==> src/rtl/modmac_pkg.sv <==
package modmac_pkg;

  // Residue code width for a given modulus.
  function automatic int unsigned res_width(input int unsigned modulus);
    int unsigned w;
    w = 1;
    while ((1 << w) < modulus) w++;
    return w;
  endfunction

  // Table entry: product mod m, zero when either code is illegal.
  function automatic int unsigned mul_entry(input int unsigned a,
                                            input int unsigned b,
                                            input int unsigned modulus);
    if (a >= modulus || b >= modulus) return 0;
    return (a * b) % modulus;
  endfunction

endpackage

==> src/rtl/modmac_mul_lut.sv <==
module modmac_mul_lut #(
  parameter int unsigned MOD = 7,
  parameter int unsigned W   = modmac_pkg::res_width(MOD)
) (
  input  logic [W-1:0] a_i,
  input  logic [W-1:0] b_i,
  output logic [W-1:0] p_o
);
  localparam int unsigned IDX_W   = 2 * W;
  localparam int unsigned ENTRIES = 1 << IDX_W;
  localparam int unsigned MASK    = (1 << W) - 1;

  logic [W-1:0] tbl [ENTRIES];

  // Switching function built at elaboration; illegal codes map to zero.
  for (genvar idx = 0; idx < ENTRIES; idx++) begin : g_entry
    localparam int unsigned OP_A = idx >> W;
    localparam int unsigned OP_B = idx & MASK;
    assign tbl[idx] = W'(modmac_pkg::mul_entry(OP_A, OP_B, MOD));
  end

  assign p_o = tbl[{a_i, b_i}];

endmodule

==> src/rtl/modmac_add.sv <==
module modmac_add #(
  parameter int unsigned MOD = 7,
  parameter int unsigned W   = modmac_pkg::res_width(MOD)
) (
  input  logic [W-1:0] x_i,
  input  logic [W-1:0] y_i,
  output logic [W-1:0] s_o
);
  localparam logic [W:0] MODV = (W+1)'(MOD);

  logic [W:0] raw;
  logic [W:0] red;

  assign raw = {1'b0, x_i} + {1'b0, y_i};
  assign red = raw - MODV;
  assign s_o = (raw >= MODV) ? red[W-1:0] : raw[W-1:0];

endmodule

==> src/rtl/modmac_skew.sv <==
module modmac_skew #(
  parameter int unsigned W     = 3,
  parameter int unsigned DEPTH = 1
) (
  input  logic         clk_i,
  input  logic         rst_ni,
  input  logic [W-1:0] d_i,
  output logic [W-1:0] q_o
);
  if (DEPTH == 0) begin : g_pass
    assign q_o = d_i;
  end else begin : g_delay
    logic [W-1:0] q [DEPTH];
    always_ff @(posedge clk_i or negedge rst_ni) begin
      if (!rst_ni) begin
        for (int j = 0; j < DEPTH; j++) q[j] <= '0;
      end else begin
        q[0] <= d_i;
        for (int j = 1; j < DEPTH; j++) q[j] <= q[j-1];
      end
    end
    assign q_o = q[DEPTH-1];
  end

endmodule

==> src/rtl/modmac_stage.sv <==
module modmac_stage #(
  parameter int unsigned MOD = 7,
  parameter int unsigned W   = modmac_pkg::res_width(MOD)
) (
  input  logic         clk_i,
  input  logic         rst_ni,
  input  logic         valid_i,
  input  logic [W-1:0] sum_i,
  input  logic [W-1:0] a_i,
  input  logic [W-1:0] b_i,
  output logic         valid_o,
  output logic [W-1:0] sum_o
);
  logic [W-1:0] prod;
  logic [W-1:0] acc;

  modmac_mul_lut #(.MOD(MOD), .W(W)) i_mul (
    .a_i (a_i),
    .b_i (b_i),
    .p_o (prod)
  );

  modmac_add #(.MOD(MOD), .W(W)) i_add (
    .x_i (sum_i),
    .y_i (prod),
    .s_o (acc)
  );

  always_ff @(posedge clk_i or negedge rst_ni) begin
    if (!rst_ni) begin
      valid_o <= 1'b0;
      sum_o   <= '0;
    end else begin
      valid_o <= valid_i;
      sum_o   <= valid_i ? acc : '0;
    end
  end

endmodule

==> src/rtl/modmac_array.sv <==
module modmac_array #(
  parameter int unsigned MOD  = 7,
  parameter int unsigned TAPS = 4,
  parameter int unsigned W    = modmac_pkg::res_width(MOD)
) (
  input  logic                clk_i,
  input  logic                rst_ni,
  input  logic                valid_i,
  input  logic [TAPS*W-1:0]   a_i,
  input  logic [TAPS*W-1:0]   b_i,
  output logic                valid_o,
  output logic [W-1:0]        sum_o
);
  logic [W-1:0] a_sk [TAPS];
  logic [W-1:0] b_sk [TAPS];
  logic [W-1:0] sum_c [TAPS+1];
  logic         vld_c [TAPS+1];

  assign sum_c[0] = '0;
  assign vld_c[0] = valid_i;

  for (genvar k = 0; k < TAPS; k++) begin : g_lane
    // Lane k waits k cycles so it meets the running sum at stage k.
    modmac_skew #(.W(2*W), .DEPTH(k)) i_skew (
      .clk_i  (clk_i),
      .rst_ni (rst_ni),
      .d_i    ({a_i[k*W +: W], b_i[k*W +: W]}),
      .q_o    ({a_sk[k], b_sk[k]})
    );

    modmac_stage #(.MOD(MOD), .W(W)) i_stage (
      .clk_i   (clk_i),
      .rst_ni  (rst_ni),
      .valid_i (vld_c[k]),
      .sum_i   (sum_c[k]),
      .a_i     (a_sk[k]),
      .b_i     (b_sk[k]),
      .valid_o (vld_c[k+1]),
      .sum_o   (sum_c[k+1])
    );
  end

  assign valid_o = vld_c[TAPS];
  assign sum_o   = sum_c[TAPS];

endmodule

==> config.mk <==
export PLATFORM = sky130hd
export DESIGN_NAME = modmac_array
export DESIGN_NICKNAME = d
export VERILOG_FILES = /design/src/rtl/modmac_pkg.sv /design/src/rtl/modmac_mul_lut.sv /design/src/rtl/modmac_add.sv /design/src/rtl/modmac_skew.sv /design/src/rtl/modmac_stage.sv /design/src/rtl/modmac_array.sv
export SDC_FILE = /design/constraint.sdc
export NUM_CORES = 1
export LEC_CHECK = 0
export CAP_MARGIN = 20
export CORE_ASPECT_RATIO = 0.5
export CORE_MARGIN = 2
export CORE_UTILIZATION = 50
export CTS_BUF_LIST = sky130_fd_sc_hd__clkbuf_8
export CTS_CLUSTER_DIAMETER = 30
export DETAILED_ROUTE_END_ITERATION = 10
export DONT_BUFFER_PORTS = 1
export SYNTH_ARGS = -nofsm -noshare
export SYNTH_HDL_FRONTEND = slang
export SYNTH_SLANG_ARGS = --single-unit
==> constraint.sdc <==
create_clock -name clk_i -period 6.4 [get_ports clk_i]
set_clock_uncertainty 0.05 [all_clocks]
set_input_delay 0.64 -clock clk_i [delete_from_list [all_inputs] [get_ports clk_i]]
set_output_delay 0.64 -clock clk_i [all_outputs]
set_load 0.02 [all_outputs]
==> results by stage, run 1 <==
Timing:
- The timing-limited maximum frequency is 0.344 GHz.
- The max-slew violation total from the final report came to 0.
- The number of endpoints with negative hold slack in the final report is 0.
- Of the available clock period, the critical path in the final layout requires approximately 45%.
- The actual slew at the worst max-slew pin is 0.551 ns.
- The relative max-transition margin is 62.8%.
- Setup repair after global routing left no endpoint under its margin.
- The final total negative setup slack is 0 ns.
- The clock period minus worst slack is 2.91 ns.
- Setup violations remaining at the end of the flow were counted as 0.

Route:
- The count of routing violations after the opening detailed-route iteration is 56.
- The via-per-instance ratio is approximately 5.8.
- For this block, the routed nets add up to between 4000 and 5000 um of wire.
- After detailed routing, the average wire length per cell comes to about 14 um.
- For this run, design rule violations remaining after detail routing come to 0.
- For this block, the via count after detailed routing is ~1.7k.
- The count of nets left with antenna violations once routing finished came out at 0.
- The first detailed-routing pass ran for 4 iterations.

Clock network:
- The count of clock tree sinks is 52.
- CTS built an H-tree with a depth of 2.
- The longest clock path from root to sink contains 2 buffers.
- The clock root buffer is sky130_fd_sc_hd__clkbuf_8.
- Post-CTS repair changed the size of 0 cells.
- The clock latency reported for the late side of the worst-skew pair is 0.30 ns.
- After clock tree synthesis, the clock-pin slew on the worst setup and hold paths is around 0.090 ns.
- TritonCTS created 5 clock buffers.
- TritonCTS built the clock tree.
- The post-CTS setup repair buffer count is 0.

Synthesis:
- The post-synthesis area per instance is between 10 and 15 um2.
- The biggest area contributor in the post-synthesis netlist is sky130_fd_sc_hd__dfrtp_1.
- The register bit total from synthesis is between 50 and 60.
- Yosys attributes the largest share of cell area to sky130_fd_sc_hd__dfrtp_1 (50%), sky130_fd_sc_hd__ha_1 (6.7%), sky130_fd_sc_hd__a22oi_1 (3.5%).
- The netlist uses 32 different library cells.
- The number of warnings printed during yosys synthesis is 0.
- Counting every net in the synthesized netlist gives ~290.
- The post-synthesis cell count is 241.
- The portion of synthesized cell area occupied by the leading cell type is 50.0%.
- The portion of the post-synthesis area used by sequential elements is ~50%.
- After synthesis the cells add up to 0.00260 mm2.

Layout:
- Leaving out fill and tap cells, the most frequent cell in the layout is sky130_fd_sc_hd__dfrtp_1.
- The total non-filler cell area in the finished layout is ~0.0027 mm2.
- The layout cell share with drive strength beyond 1 is under 10%.
- Measured on the finished design, the core utilization comes to a little over half.
- The post-layout net count is between 200 and 300.
- The antenna diode count is 0.
- The layout overhead on the synthesized area is 4.76%.
- The final-layout fill cell count is between 400 and 500.
- In the layout the commonest cells are sky130_fd_sc_hd__dfrtp_1 (52), sky130_fd_sc_hd__inv_1 (22), sky130_fd_sc_hd__nand3_1 (17), sky130_fd_sc_hd__ha_1 (14), sky130_fd_sc_hd__a31oi_1 (13).

Place:
- The placed cell area is 0.00261 mm2.
- Detailed placement finished with a half-perimeter wire length of around 3000 um.
- During placement, the flow inserted port buffers numbering 0.
- The placer congestion estimate is 0.845.

Power:
- The peak supply drop is 0.000126 V.
- Dividing total power by cell area gives a power density of between 200 and 300 mW/mm2.
- The leakage power figure is 1.22 nW.

Setup path:
- The worst setup path is launched from a flip-flop.
- The critical path class is reg -> reg.
- The maximum fanout encountered on the critical timing path is 10.
- The kind of capture point of the worst setup path is a flip-flop.
- STA puts the critical path data arrival time at between 3 and 4 ns.
- For the worst setup path, the data required time is around 6.5 ns.

Floorplanning:
- The floorplan has 18 rows.
- The floorplan step set the die width to approximately 110 um.
- Once the floorplan was initialized, standard cells occupied 52.3% of the core.
- In this run the vertical extent of the chip is 55 um.
- The area of the die is slightly below 0.006 mm2.
- The number of top-level design ports is 31.
- The core area is 0.00498 mm2.

Global routing:
- The number of antenna violations at the first check in global routing came to 0.
- The maximum number of pins on one net before global-route repair is 53.
- The via count of the first global-routing pass is 1636.
- Global routing used roughly 17% of the available tracks.
- The first global-routing pass estimated between 7000 and 8000 um of wire.
- The overall overflow remaining after global route is 0.

Status:
- The flow ran to the end, and the final reports show no timing, DRC or antenna violations.

Min path:
- The path class of the tightest hold or removal check is in -> async.

Job:
- Across the run, the number of max-cap violations was 0.
==> Yosys cell counts <==
cell,instances
sky130_fd_sc_hd__dfrtp_1,52
sky130_fd_sc_hd__nor2b_1,5
sky130_fd_sc_hd__and3b_1,1
sky130_fd_sc_hd__xnor2_1,6
sky130_fd_sc_hd__o211a_1,3
sky130_fd_sc_hd__inv_1,22
sky130_fd_sc_hd__o21a_1,3
sky130_fd_sc_hd__buf_2,5
sky130_fd_sc_hd__nor4b_1,10
sky130_fd_sc_hd__nand3_1,17
sky130_fd_sc_hd__nand2_1,5
sky130_fd_sc_hd__a22oi_1,12
sky130_fd_sc_hd__a41oi_1,1
sky130_fd_sc_hd__and2_1,3
sky130_fd_sc_hd__clkbuf_1,15
sky130_fd_sc_hd__o22ai_1,12
sky130_fd_sc_hd__nor2_1,6
sky130_fd_sc_hd__nand2b_1,1
sky130_fd_sc_hd__ha_1,14
sky130_fd_sc_hd__a21oi_1,3
sky130_fd_sc_hd__a21o_1,3
sky130_fd_sc_hd__nor4bb_1,2
sky130_fd_sc_hd__and3_1,3
sky130_fd_sc_hd__a221oi_2,3
sky130_fd_sc_hd__a31oi_1,13
sky130_fd_sc_hd__xor2_1,3
sky130_fd_sc_hd__nand4_1,1
sky130_fd_sc_hd__fa_1,3
sky130_fd_sc_hd__or3_1,5
sky130_fd_sc_hd__o311ai_0,7
sky130_fd_sc_hd__mux2i_1,1
sky130_fd_sc_hd__o21ai_0,1
==> final timing paths <==
path / startpoint / to / slack (ns) / depth (start not counted)
setup / recovery: g_lane[2].i_skew.q_o[5] / g_lane[2].i_stage.sum_o[1] / 3.49 / 10
hold / removal: rst_ni / g_lane[2].i_skew.g_delay.q[10] / 0.13 / 1
setup reg to reg: g_lane[2].i_skew.q_o[5] / g_lane[2].i_stage.sum_o[1] / 3.49 / 10
hold reg to reg: g_lane[2].i_skew.g_delay.q[7] / g_lane[2].i_skew.q_o[1] / 0.30 / 0
max in group asynchronous: rst_ni / g_lane[0].i_stage.sum_o[1] / 5.95 / 1
min in group clk_i: g_lane[2].i_skew.g_delay.q[7] / g_lane[2].i_skew.q_o[1] / 0.30 / 0
==> repair_timing <==
item / in CTS / in global routing
endpoints found under the hold margin: 52 / 0
endpoints found under the setup margin: 0 / 0
hold buffers: 1 / 0
==> per-layer routing <==
layer,GRT usage (%),part of all wire [%],vias to the layer above
li1,-,-,854
met1,21.6,50,840
met2,28.1,44,42
met3,5.04,5.1,5
met4,4.61,0.61,0
met5,0,0,-
==> flip-flops by register name, indices dropped and copies added (netlist names) <==
name and count:
g_lane.i_skew.g_delay.q 18, g_lane.i_stage.sum_o 12, g_lane.i_stage.valid_o 4, g_lane.i_skew.q_o 18
==> stage by stage <==
stage	setup slack, ns	cells	power, W	hold slack [ns]
finish	3.49	300	0.000728	0.130
global route	3.25	300	0.000778	0.130
CTS	3.50	300	0.000738	0.131
detailed placement	3.50	291	0.000543	0.285
global placement	3.57	291	0.000536	0.283
floorplan	3.66	241	0.000521	0.281
==> area by class of cell <==
type,instances,area (um2),area share [%]
sequential,52,1300,47.8
multi-input combinational,147,1140,41.7
tap,70,87.6,3.21
inverter,22,82.6,3.03
clock buffer,5,68.8,2.53
timing repair buffer,1,27.5,1.01
clock inverter,3,21.3,0.781
==> power by group <==
group	internal [W]	leakage [nW]	switching (W)
clock network	0.0000777	0.0445	0.000107
registers	0.000358	0.624	0.0000325
logic	0.0000751	0.553	0.0000786
==> worst max-delay path: stages, from the launching register on <==
cell                       delay, ns
sky130_fd_sc_hd__dfrtp_1        0.52
sky130_fd_sc_hd__a22oi_1        0.14
sky130_fd_sc_hd__o311ai_0       0.40
sky130_fd_sc_hd__ha_1           0.25
sky130_fd_sc_hd__inv_1          0.06
sky130_fd_sc_hd__fa_1           0.48
sky130_fd_sc_hd__inv_1          0.06
sky130_fd_sc_hd__ha_1           0.22
sky130_fd_sc_hd__a221oi_2       0.33
sky130_fd_sc_hd__mux2i_1        0.23
sky130_fd_sc_hd__nor2b_1        0.06
==> cells by family (layout without fill, tap and decap cells) <==
family,Yosys count,count (layout),synth area share [%]
DFF,52,52,50.0
muxes,1,1,0.385
adders and majority gates,17,17,9.04
xor gates and xnor gates,9,9,3.03
buffers and inverters,42,31,6.30
AOI/OAI and AO/OA,61,61,17.6
and+or+nand+nor,59,59,13.7
Note: power is estimated with default switching activity, not from simulation.
==> inputs of run 2 (changes only) <==
--- a/config.mk
+++ b/config.mk
@@ -13,6 +13,7 @@
 export CTS_CLUSTER_DIAMETER = 30
 export DETAILED_ROUTE_END_ITERATION = 10
 export DONT_BUFFER_PORTS = 1
+export PLACE_DENSITY = 0.68
 export SYNTH_ARGS = -nofsm -noshare
 export SYNTH_HDL_FRONTEND = slang
 export SYNTH_SLANG_ARGS = --single-unit
==> constraint.sdc (replaced) <==
create_clock -name clk_i -period 2.6 [get_ports clk_i]
set_clock_uncertainty 0.05 [all_clocks]
set_input_delay 0.26 -clock clk_i [delete_from_list [all_inputs] [get_ports clk_i]]
set_output_delay 0.26 -clock clk_i [all_outputs]
set_load 0.02 [all_outputs]
==> results by stage, run 2 (synthesized netlist as in run 1, its figures left out) <==
Place:
- The number of buffers inserted by port buffering was 0 (unchanged).
- The pre-CTS setup slack is -0.284 ns (was 3.50 ns).
- The placed cell area came to 0.00280 mm2 (was 0.00261 mm2).
- The placer congestion estimate is 0.833 (was 0.845).
- The final HPWL from detailed placement came to 3370 um (was 3050 um).

Global routing:
- The first-pass GRT wire length is 8680 um (was 7390 um).
- The number of antenna violations at the first check in global routing is 0 (unchanged).
- The via count of the first global-routing pass is 1988 (was 1636).
- The maximum number of pins on one net before global-route repair came to 53 (unchanged).
- The overall overflow remaining after global route came to 0 (unchanged).
- The global-route usage over all layers is 19.4% (was 16.6%).

Timing:
- The clock period minus worst slack was 2.70 ns (was 2.91 ns).
- The count of endpoints failing setup in the final report came to 3 (was 0).
- The timing-limited maximum frequency is 0.370 GHz (was 0.344 GHz).
- The actual slew at the worst max-slew pin was 0.543 ns (was 0.551 ns).
- The max-slew violation total from the final report is 0 (unchanged).
- The final critical-path share of the clock period is 104% (was 45.4%).
- The number of endpoints with negative hold slack in the final report is 0 (unchanged).
- The worst hold slack is 0.0503 ns (was 0.130 ns).
- The relative max-transition margin was 63.3% (was 62.8%).
- Setup repair after global routing missed its margin: yes (was no).
- The worst path setup slack after routing is -0.104 ns (was 3.49 ns).

Setup path:
- Counting stages on the worst path, the most repeated cell is sky130_fd_sc_hd__ha_2.
- The peak per-stage delay on the critical path is 0.52 ns (about the same).
- The type of origin of the critical path was a flip-flop (unchanged).
- The data arrival time at the worst-slack endpoint is 2.84 ns (was 3.05 ns).
- The critical path class was reg -> reg (unchanged).
- The maximum fanout encountered on the critical timing path is 7 (was 10).
- The cell type of the slowest stage on the worst timing path is sky130_fd_sc_hd__fa_1 (was sky130_fd_sc_hd__dfrtp_1).
- Cell Chain, Critical Path: nor4b_4 -> a31oi_1 -> o311ai_2 -> ha_2 -> inv_2 -> fa_1 -> inv_1 -> ha_2 -> a221oi_4 -> nand2_1 -> o211a_1 (was a22oi_1 -> o311ai_0 -> ha_1 -> inv_1 -> fa_1 -> inv_1 -> ha_1 -> a221oi_2 -> mux2i_1 -> nor2b_1).
- The required time of the worst setup path is 2.74 ns (was 6.54 ns).
- The kind of capture point of the worst setup path is a flip-flop (unchanged).

Floorplanning:
- The y dimension of the die is 55 um (unchanged).
- The initial standard-cell utilization of the core is 52.3% (unchanged).
- The number of core rows was 18 (unchanged).
- The core area came to 0.00498 mm2 (unchanged).
- The number of top-level design ports came to 31 (unchanged).
- The area of the die is 0.00583 mm2 (unchanged).
- The horizontal extent of the die is 106 um (unchanged).

Layout:
- The post-layout net count is 332 (was 273).
- The area used by sequential logic in the layout came to 0.00131 mm2 (was 0.00130 mm2).
- The layout overhead on the synthesized area came to 33.4% (was 4.76%).
- The final-layout fill cell count is 341 (was 426).
- The total non-filler cell area in the finished layout was 0.00347 mm2 (was 0.00273 mm2).
- The layout cell share with drive strength beyond 1 is 31.8% (was 5.22%).
- The area of the multi-input gates came to 0.00133 mm2 (was 0.00114 mm2).
- The antenna diode count is 0 (unchanged).
- The most common cell after layout, fill and taps aside is sky130_fd_sc_hd__dfrtp_1 (unchanged).
- Most used cells in the layout excluding fill and tap cells: sky130_fd_sc_hd__dfrtp_1 (43), sky130_fd_sc_hd__buf_4 (34), sky130_fd_sc_hd__dlygate4sd3_1 (20), sky130_fd_sc_hd__nand3_1 (16), sky130_fd_sc_hd__inv_1 (15) (was sky130_fd_sc_hd__dfrtp_1 (52), sky130_fd_sc_hd__inv_1 (22), sky130_fd_sc_hd__nand3_1 (17), sky130_fd_sc_hd__ha_1 (14), sky130_fd_sc_hd__a31oi_1 (13)).

Status:
- The final reports fail on negative setup slack.
- Run status: complete, but fails checks (was finished, final reports clean).

Job:
- The reported max-cap violation count was 0 (unchanged).

Route:
- The total DRC errors in the routed layout was 0 (unchanged).
- The via count of the routed design is 2024 (was 1741).
- The count of nets left with antenna violations after detail routing is 0 (unchanged).
- The via-per-instance ratio is 5.64 (was 5.80).
- The count of routing violations after the opening detailed-route iteration is 72 (was 56).
- The total wirelength of the detailed-routed design came to 5270 um (was 4290 um).
- The number of search-and-repair iterations in the first detailed-routing pass is 4 (unchanged).
- The routed length per placed instance is 14.7 um (was 14.3 um).

Power:
- The peak supply drop came to 0.000335 V (was 0.000126 V).
- The total power per unit cell area is 623 mW/mm2 (was 267 mW/mm2).
- The leakage power figure was 1.53 nW (was 1.22 nW).
- The total power after layout is 0.00216 W (was 0.000728 W).

Clock network:
- The CTS buffer count is 5 (unchanged).
- The clock root buffer is sky130_fd_sc_hd__clkbuf_8 (unchanged).
- The clock latency reported for the late side of the worst-skew pair is 0.30 ns (about the same).
- The clock-pin slew on the worst setup and hold paths is 0.09 ns (about the same).
- The count of clock tree sinks is 52 (unchanged).
- The number of H-tree levels is 2 (unchanged).
- The deepest clock path buffer count was 2 (unchanged).
- The clock tree from TritonCTS is built (unchanged).

Min path:
- The path category of the worst min-delay check is in -> reg (was in -> async).
-- run 2: power by group --
| part | leakage, nW | switching [W] | internal (W) |
|---|---|---|---|
| Combinational | 0.857 | 0.000293 | 0.000347 |
| Sequential | 0.615 | 0.0000767 | 0.000882 |
| Clock | 0.0614 | 0.000247 | 0.000315 |
| Total | 1.53 | 0.000617 | 0.00154 |
-- run 2: what timing repair did --
| action | in CTS | in global routing |
|---|---|---|
| buffers inserted | 10 | 8 |
| gates resized for setup | 38 | 17 |
| hold buffers | 21 | 0 |
| pin swaps | 22 | 24 |
| hold endpoints to repair | 71 | 0 |
| endpoints found under the setup margin | 8 | 9 |
-- run 2: critical path, delay by kind of cell (launching register included) --
kind / cells / cell delay (ns)
adder cells (fa/ha/maj): 3 / 0.97
AO/OA/AOI/OAI: 4 / 0.60
flip-flops: 1 / 0.48
AND/OR/NAND/NOR: 2 / 0.39
buffers and inverters: 2 / 0.10
-- run 2: path summary, 6_finish.rpt --
check / from / end / slack [ns] / cells after the start
hold / removal: valid_i / g_lane[0].i_stage.sum_o[1] / 0.05 / 1
setup / recovery: g_lane[3].i_skew.q_o[4] / g_lane[3].i_stage.sum_o[1] / -0.10 / 11
min in group asynchronous: rst_ni / g_lane[2].i_skew.q_o[0] / 0.44 / 2
max in group asynchronous: rst_ni / g_lane[3].i_skew.q_o[4] / 1.85 / 2
hold reg to reg: g_lane[2].i_skew.g_delay.q[8] / g_lane[2].i_skew.q_o[2] / 0.31 / 0
setup reg to reg: g_lane[3].i_skew.q_o[4] / g_lane[3].i_stage.sum_o[1] / -0.10 / 11
-- run 2: final cells by class --
type                            instances  share of cell area [%]
Multi-Input combinational cell        147                    38.2
Sequential cell                        52                    37.8
Timing Repair Buffer                   60                    15.5
Tap cell                               70                    2.52
Clock buffer                            6                    2.38
Inverter                               22                    2.38
Clock inverter                          2                    1.12
-- run 2: through the flow --
stage | setup TNS [ns] | utilization (%) | instances
global route | -1.09 | 69.7 | 359
detailed placement | -1.12 | 56.2 | 314
floorplan | -0.0115 | - | 241
global placement | -0.510 | 56.2 | 314
finish | -0.257 | 69.7 | 359
CTS | -0.268 | 67.2 | 353
-- run 2: routing by layer --
metal	up-vias	GRT usage, %	part of all wire [%]	routed length, um
met5	-	0	0	0
li1	981	-	-	-
met3	2	5.62	4.7	250
met1	989	21.3	43	2240
met2	52	38.1	52	2750
met4	0	5.92	0.51	27
==> inputs of run 3 (changes only) <==
--- a/config.mk
+++ b/config.mk
@@ -8,12 +8,12 @@
 export CAP_MARGIN = 20
 export CORE_ASPECT_RATIO = 0.5
 export CORE_MARGIN = 2
-export CORE_UTILIZATION = 50
+export CORE_UTILIZATION = 55
 export CTS_BUF_LIST = sky130_fd_sc_hd__clkbuf_8
 export CTS_CLUSTER_DIAMETER = 30
 export DETAILED_ROUTE_END_ITERATION = 10
 export DONT_BUFFER_PORTS = 1
-export PLACE_DENSITY = 0.68
+export PLACE_DENSITY = 0.73
 export SYNTH_ARGS = -nofsm -noshare
 export SYNTH_HDL_FRONTEND = slang
 export SYNTH_SLANG_ARGS = --single-unit
==> results by stage, run 3 (synthesized netlist as in run 1, its figures left out) <==
Layout:
- The most common cell after layout, fill and taps aside is sky130_fd_sc_hd__dfrtp_1 (unchanged).
- The post-layout net count is 337 (was 332).
- The layout cell share with drive strength beyond 1 is 34.0% (was 31.8%).
- The antenna diode count was 0 (unchanged).
- The core utilization of the finished layout is 76.9% (was 69.7%).
- Most used cells in the layout excluding fill and tap cells: sky130_fd_sc_hd__dfrtp_1 (40), sky130_fd_sc_hd__buf_4 (39), sky130_fd_sc_hd__dlygate4sd3_1 (20), sky130_fd_sc_hd__nand3_1 (16), sky130_fd_sc_hd__inv_1 (15) (was sky130_fd_sc_hd__dfrtp_1 (43), sky130_fd_sc_hd__buf_4 (34), sky130_fd_sc_hd__dlygate4sd3_1 (20), sky130_fd_sc_hd__nand3_1 (16), sky130_fd_sc_hd__inv_1 (15)).
- The layout overhead on the synthesized area is 32.0% (was 33.4%).
- The final-layout fill cell count is 237 (was 341).

Setup path:
- The required time of the worst setup path was 2.75 ns (was 2.74 ns).
- The data arrival time at the worst-slack endpoint is 2.82 ns (was 2.84 ns).
- The type of origin of the critical path is a flip-flop (unchanged).
- Cell Chain, Critical Path: buf_4 -> or3_1 -> and3_4 -> fa_1 -> inv_2 -> ha_4 -> a221oi_4 -> mux2i_1 -> nor2b_1 (was nor4b_4 -> a31oi_1 -> o311ai_2 -> ha_2 -> inv_2 -> fa_1 -> inv_1 -> ha_2 -> a221oi_4 -> nand2_1 -> o211a_1).
- The launch point of the critical path was g_lane[2].i_skew.q_o[1] (was g_lane[3].i_skew.q_o[4]).
- The maximum fanout encountered on the critical timing path is 7 (unchanged).
- The cell type of the slowest stage on the worst timing path is sky130_fd_sc_hd__fa_1 (unchanged).
- The peak per-stage delay on the critical path is 0.51 ns (was 0.52 ns).
- The kind of capture point of the worst setup path was a flip-flop (unchanged).
- The critical path class is reg -> reg (unchanged).
- The worst flop-to-flop path startpoint is g_lane[2].i_skew.q_o[1] (was g_lane[3].i_skew.q_o[4]).

Global routing:
- The number of antenna violations at the first check in global routing came to 0 (unchanged).
- The global-route usage over all layers is 22.0% (was 19.4%).
- The maximum number of pins on one net before global-route repair is 53 (unchanged).
- The overall overflow remaining after global route was 0 (unchanged).
- The via count of the first global-routing pass is 2008 (was 1988).
- The first-pass GRT wire length is 8780 um (was 8680 um).

Timing:
- The relative max-transition margin is 63.6% (was 63.3%).
- The clock period minus worst slack was 2.67 ns (was 2.70 ns).
- The final critical-path share of the clock period was 103% (was 104%).
- The count of endpoints failing setup in the final report came to 4 (was 3).
- Setup repair after global routing missed its margin: yes (unchanged).
- The max-slew violation total from the final report is 0 (unchanged).
- The worst path setup slack after routing came to -0.0741 ns (was -0.104 ns).
- The actual slew at the worst max-slew pin is 0.539 ns (was 0.543 ns).
- The timing-limited maximum frequency is 0.374 GHz (was 0.370 GHz).
- The final total negative setup slack is -0.141 ns (was -0.257 ns).
- The number of endpoints with negative hold slack in the final report is 0 (unchanged).

Route:
- The via-per-instance ratio was 6.01 (was 5.64).
- The total wirelength of the detailed-routed design was 5840 um (was 5270 um).
- The count of nets left with antenna violations after detail routing is 0 (unchanged).
- The via count of the routed design is 2110 (was 2024).
- The count of routing violations after the opening detailed-route iteration is 77 (was 72).
- The number of search-and-repair iterations in the first detailed-routing pass is 5 (was 4).
- The total DRC errors in the routed layout is 0 (unchanged).
- The routed length per placed instance was 16.6 um (was 14.7 um).

Job:
- The reported max-cap violation count is 0 (unchanged).

Clock network:
- The clock latency reported for the late side of the worst-skew pair is 0.30 ns (about the same).
- The clock tree from TritonCTS is built (unchanged).
- The number of H-tree levels is 2 (unchanged).
- The deepest clock path buffer count was 2 (unchanged).
- The clock root buffer is sky130_fd_sc_hd__clkbuf_8 (unchanged).
- The CTS buffer count is 5 (unchanged).
- The clock-pin slew on the worst setup and hold paths is 0.09 ns (about the same).
- The count of clock tree sinks is 52 (unchanged).

Min path:
- The start point of the worst min-delay path is valid_i (unchanged).
- The path category of the worst min-delay check is in -> reg (unchanged).

Status:
- Run status: complete, but fails checks (unchanged).
- Violations in the final reports: negative setup slack (unchanged).

Place:
- The final HPWL from detailed placement is 3300 um (was 3370 um).
- The number of buffers inserted by port buffering came to 0 (unchanged).
- The placer congestion estimate is 0.885 (was 0.833).

Floorplanning:
- The y dimension of the die came to 52.6 um (was 55 um).
- The core area is 0.00447 mm2 (was 0.00498 mm2).
- The number of core rows is 17 (was 18).
- The area of the die is 0.00533 mm2 (was 0.00583 mm2).
- The number of top-level design ports is 31 (unchanged).
- The horizontal extent of the die is 101 um (was 106 um).
- The initial standard-cell utilization of the core came to 58.2% (was 52.3%).

Power:
- The total power after layout is 0.00204 W (was 0.00216 W).
- The total power per unit cell area came to 595 mW/mm2 (was 623 mW/mm2).
- The peak supply drop came to 0.000367 V (was 0.000335 V).
- The leakage power figure is 1.54 nW (was 1.53 nW).
[run 3: cell types whose count changed in the layout (fill, tap and decap cells not counted), sizes merged]
cell,delta
buf,+5
clkbuf,-1
bufinv,-1
clkinv,+2
[run 3: routing by layer]
layer	GRT usage, %	wire, um	vias up
met5	0	0	-
met4	6.76	94	0
met3	4.80	238	12
met2	40.1	3040	64
met1	26.5	2470	1054
li1	-	-	980
[run 3: report_power, final]
part | leakage (nW) | internal, W | switching [W]
sequential | 0.612 | 0.000883 | 0.0000778
combinational | 0.877 | 0.000341 | 0.000295
clock | 0.0479 | 0.000188 | 0.000259
[run 3: stage by stage]
stage / setup slack [ns] / std cells / cell area [um2] / hold slack [ns]
detailed placement: -0.324 / 301 / 2780 / -0.0847
CTS: -0.0691 / 341 / 3290 / 0.0283
finish: -0.0741 / 351 / 3430 / 0.0426
global route: -0.197 / 351 / 3430 / 0.0333
global placement: -0.241 / 301 / 2780 / -0.0848
floorplan: -0.0115 / 241 / 2640 / -0.0856
[run 3: path summary, 6_finish.rpt]
check                                                      end  slack [ns]  cells after the start
worst min register to register         g_lane[3].i_skew.q_o[4]        0.31                      0
min in group asynchronous       g_lane[3].i_skew.g_delay.q[15]        0.42                      2
worst max-delay path                g_lane[2].i_stage.sum_o[1]       -0.07                      9
worst min-delay path                g_lane[0].i_stage.sum_o[1]        0.04                      1
worst max register to register      g_lane[2].i_stage.sum_o[1]       -0.07                      9
max in group asynchronous              g_lane[2].i_skew.q_o[0]        1.85                      2
[run 3: worst max-delay path: cells and delay by family (launching register included)]
kind,cells,cell delay [ns]
AOI/OAI and AO/OA,1,0.30
adders and majority gates,2,0.68
buffers and inverters,2,0.22
DFF,1,0.47
muxes,1,0.22
and+or+nand+nor,3,0.64
[run 3: timing repair]
item                                    4_1_cts  5_1_grt
resized for setup                            36       20
endpoints found under the hold margin        71        0
pin swaps                                    17       18
hold buffers                                 21        0
endpoints found under the setup margin        8        9
setup buffers                                11       12
[run 3: final cells by class]
type,count,area (um2),share of cell area (%)
flip-flops and latches,52,1320,38.3
inverters,22,82.6,2.41
multi-input cells,147,1300,37.8
repair buffers,65,577,16.8
clock inverters,3,18.8,0.547
well taps,57,71.3,2.08
clock buffers,5,68.8,2.00
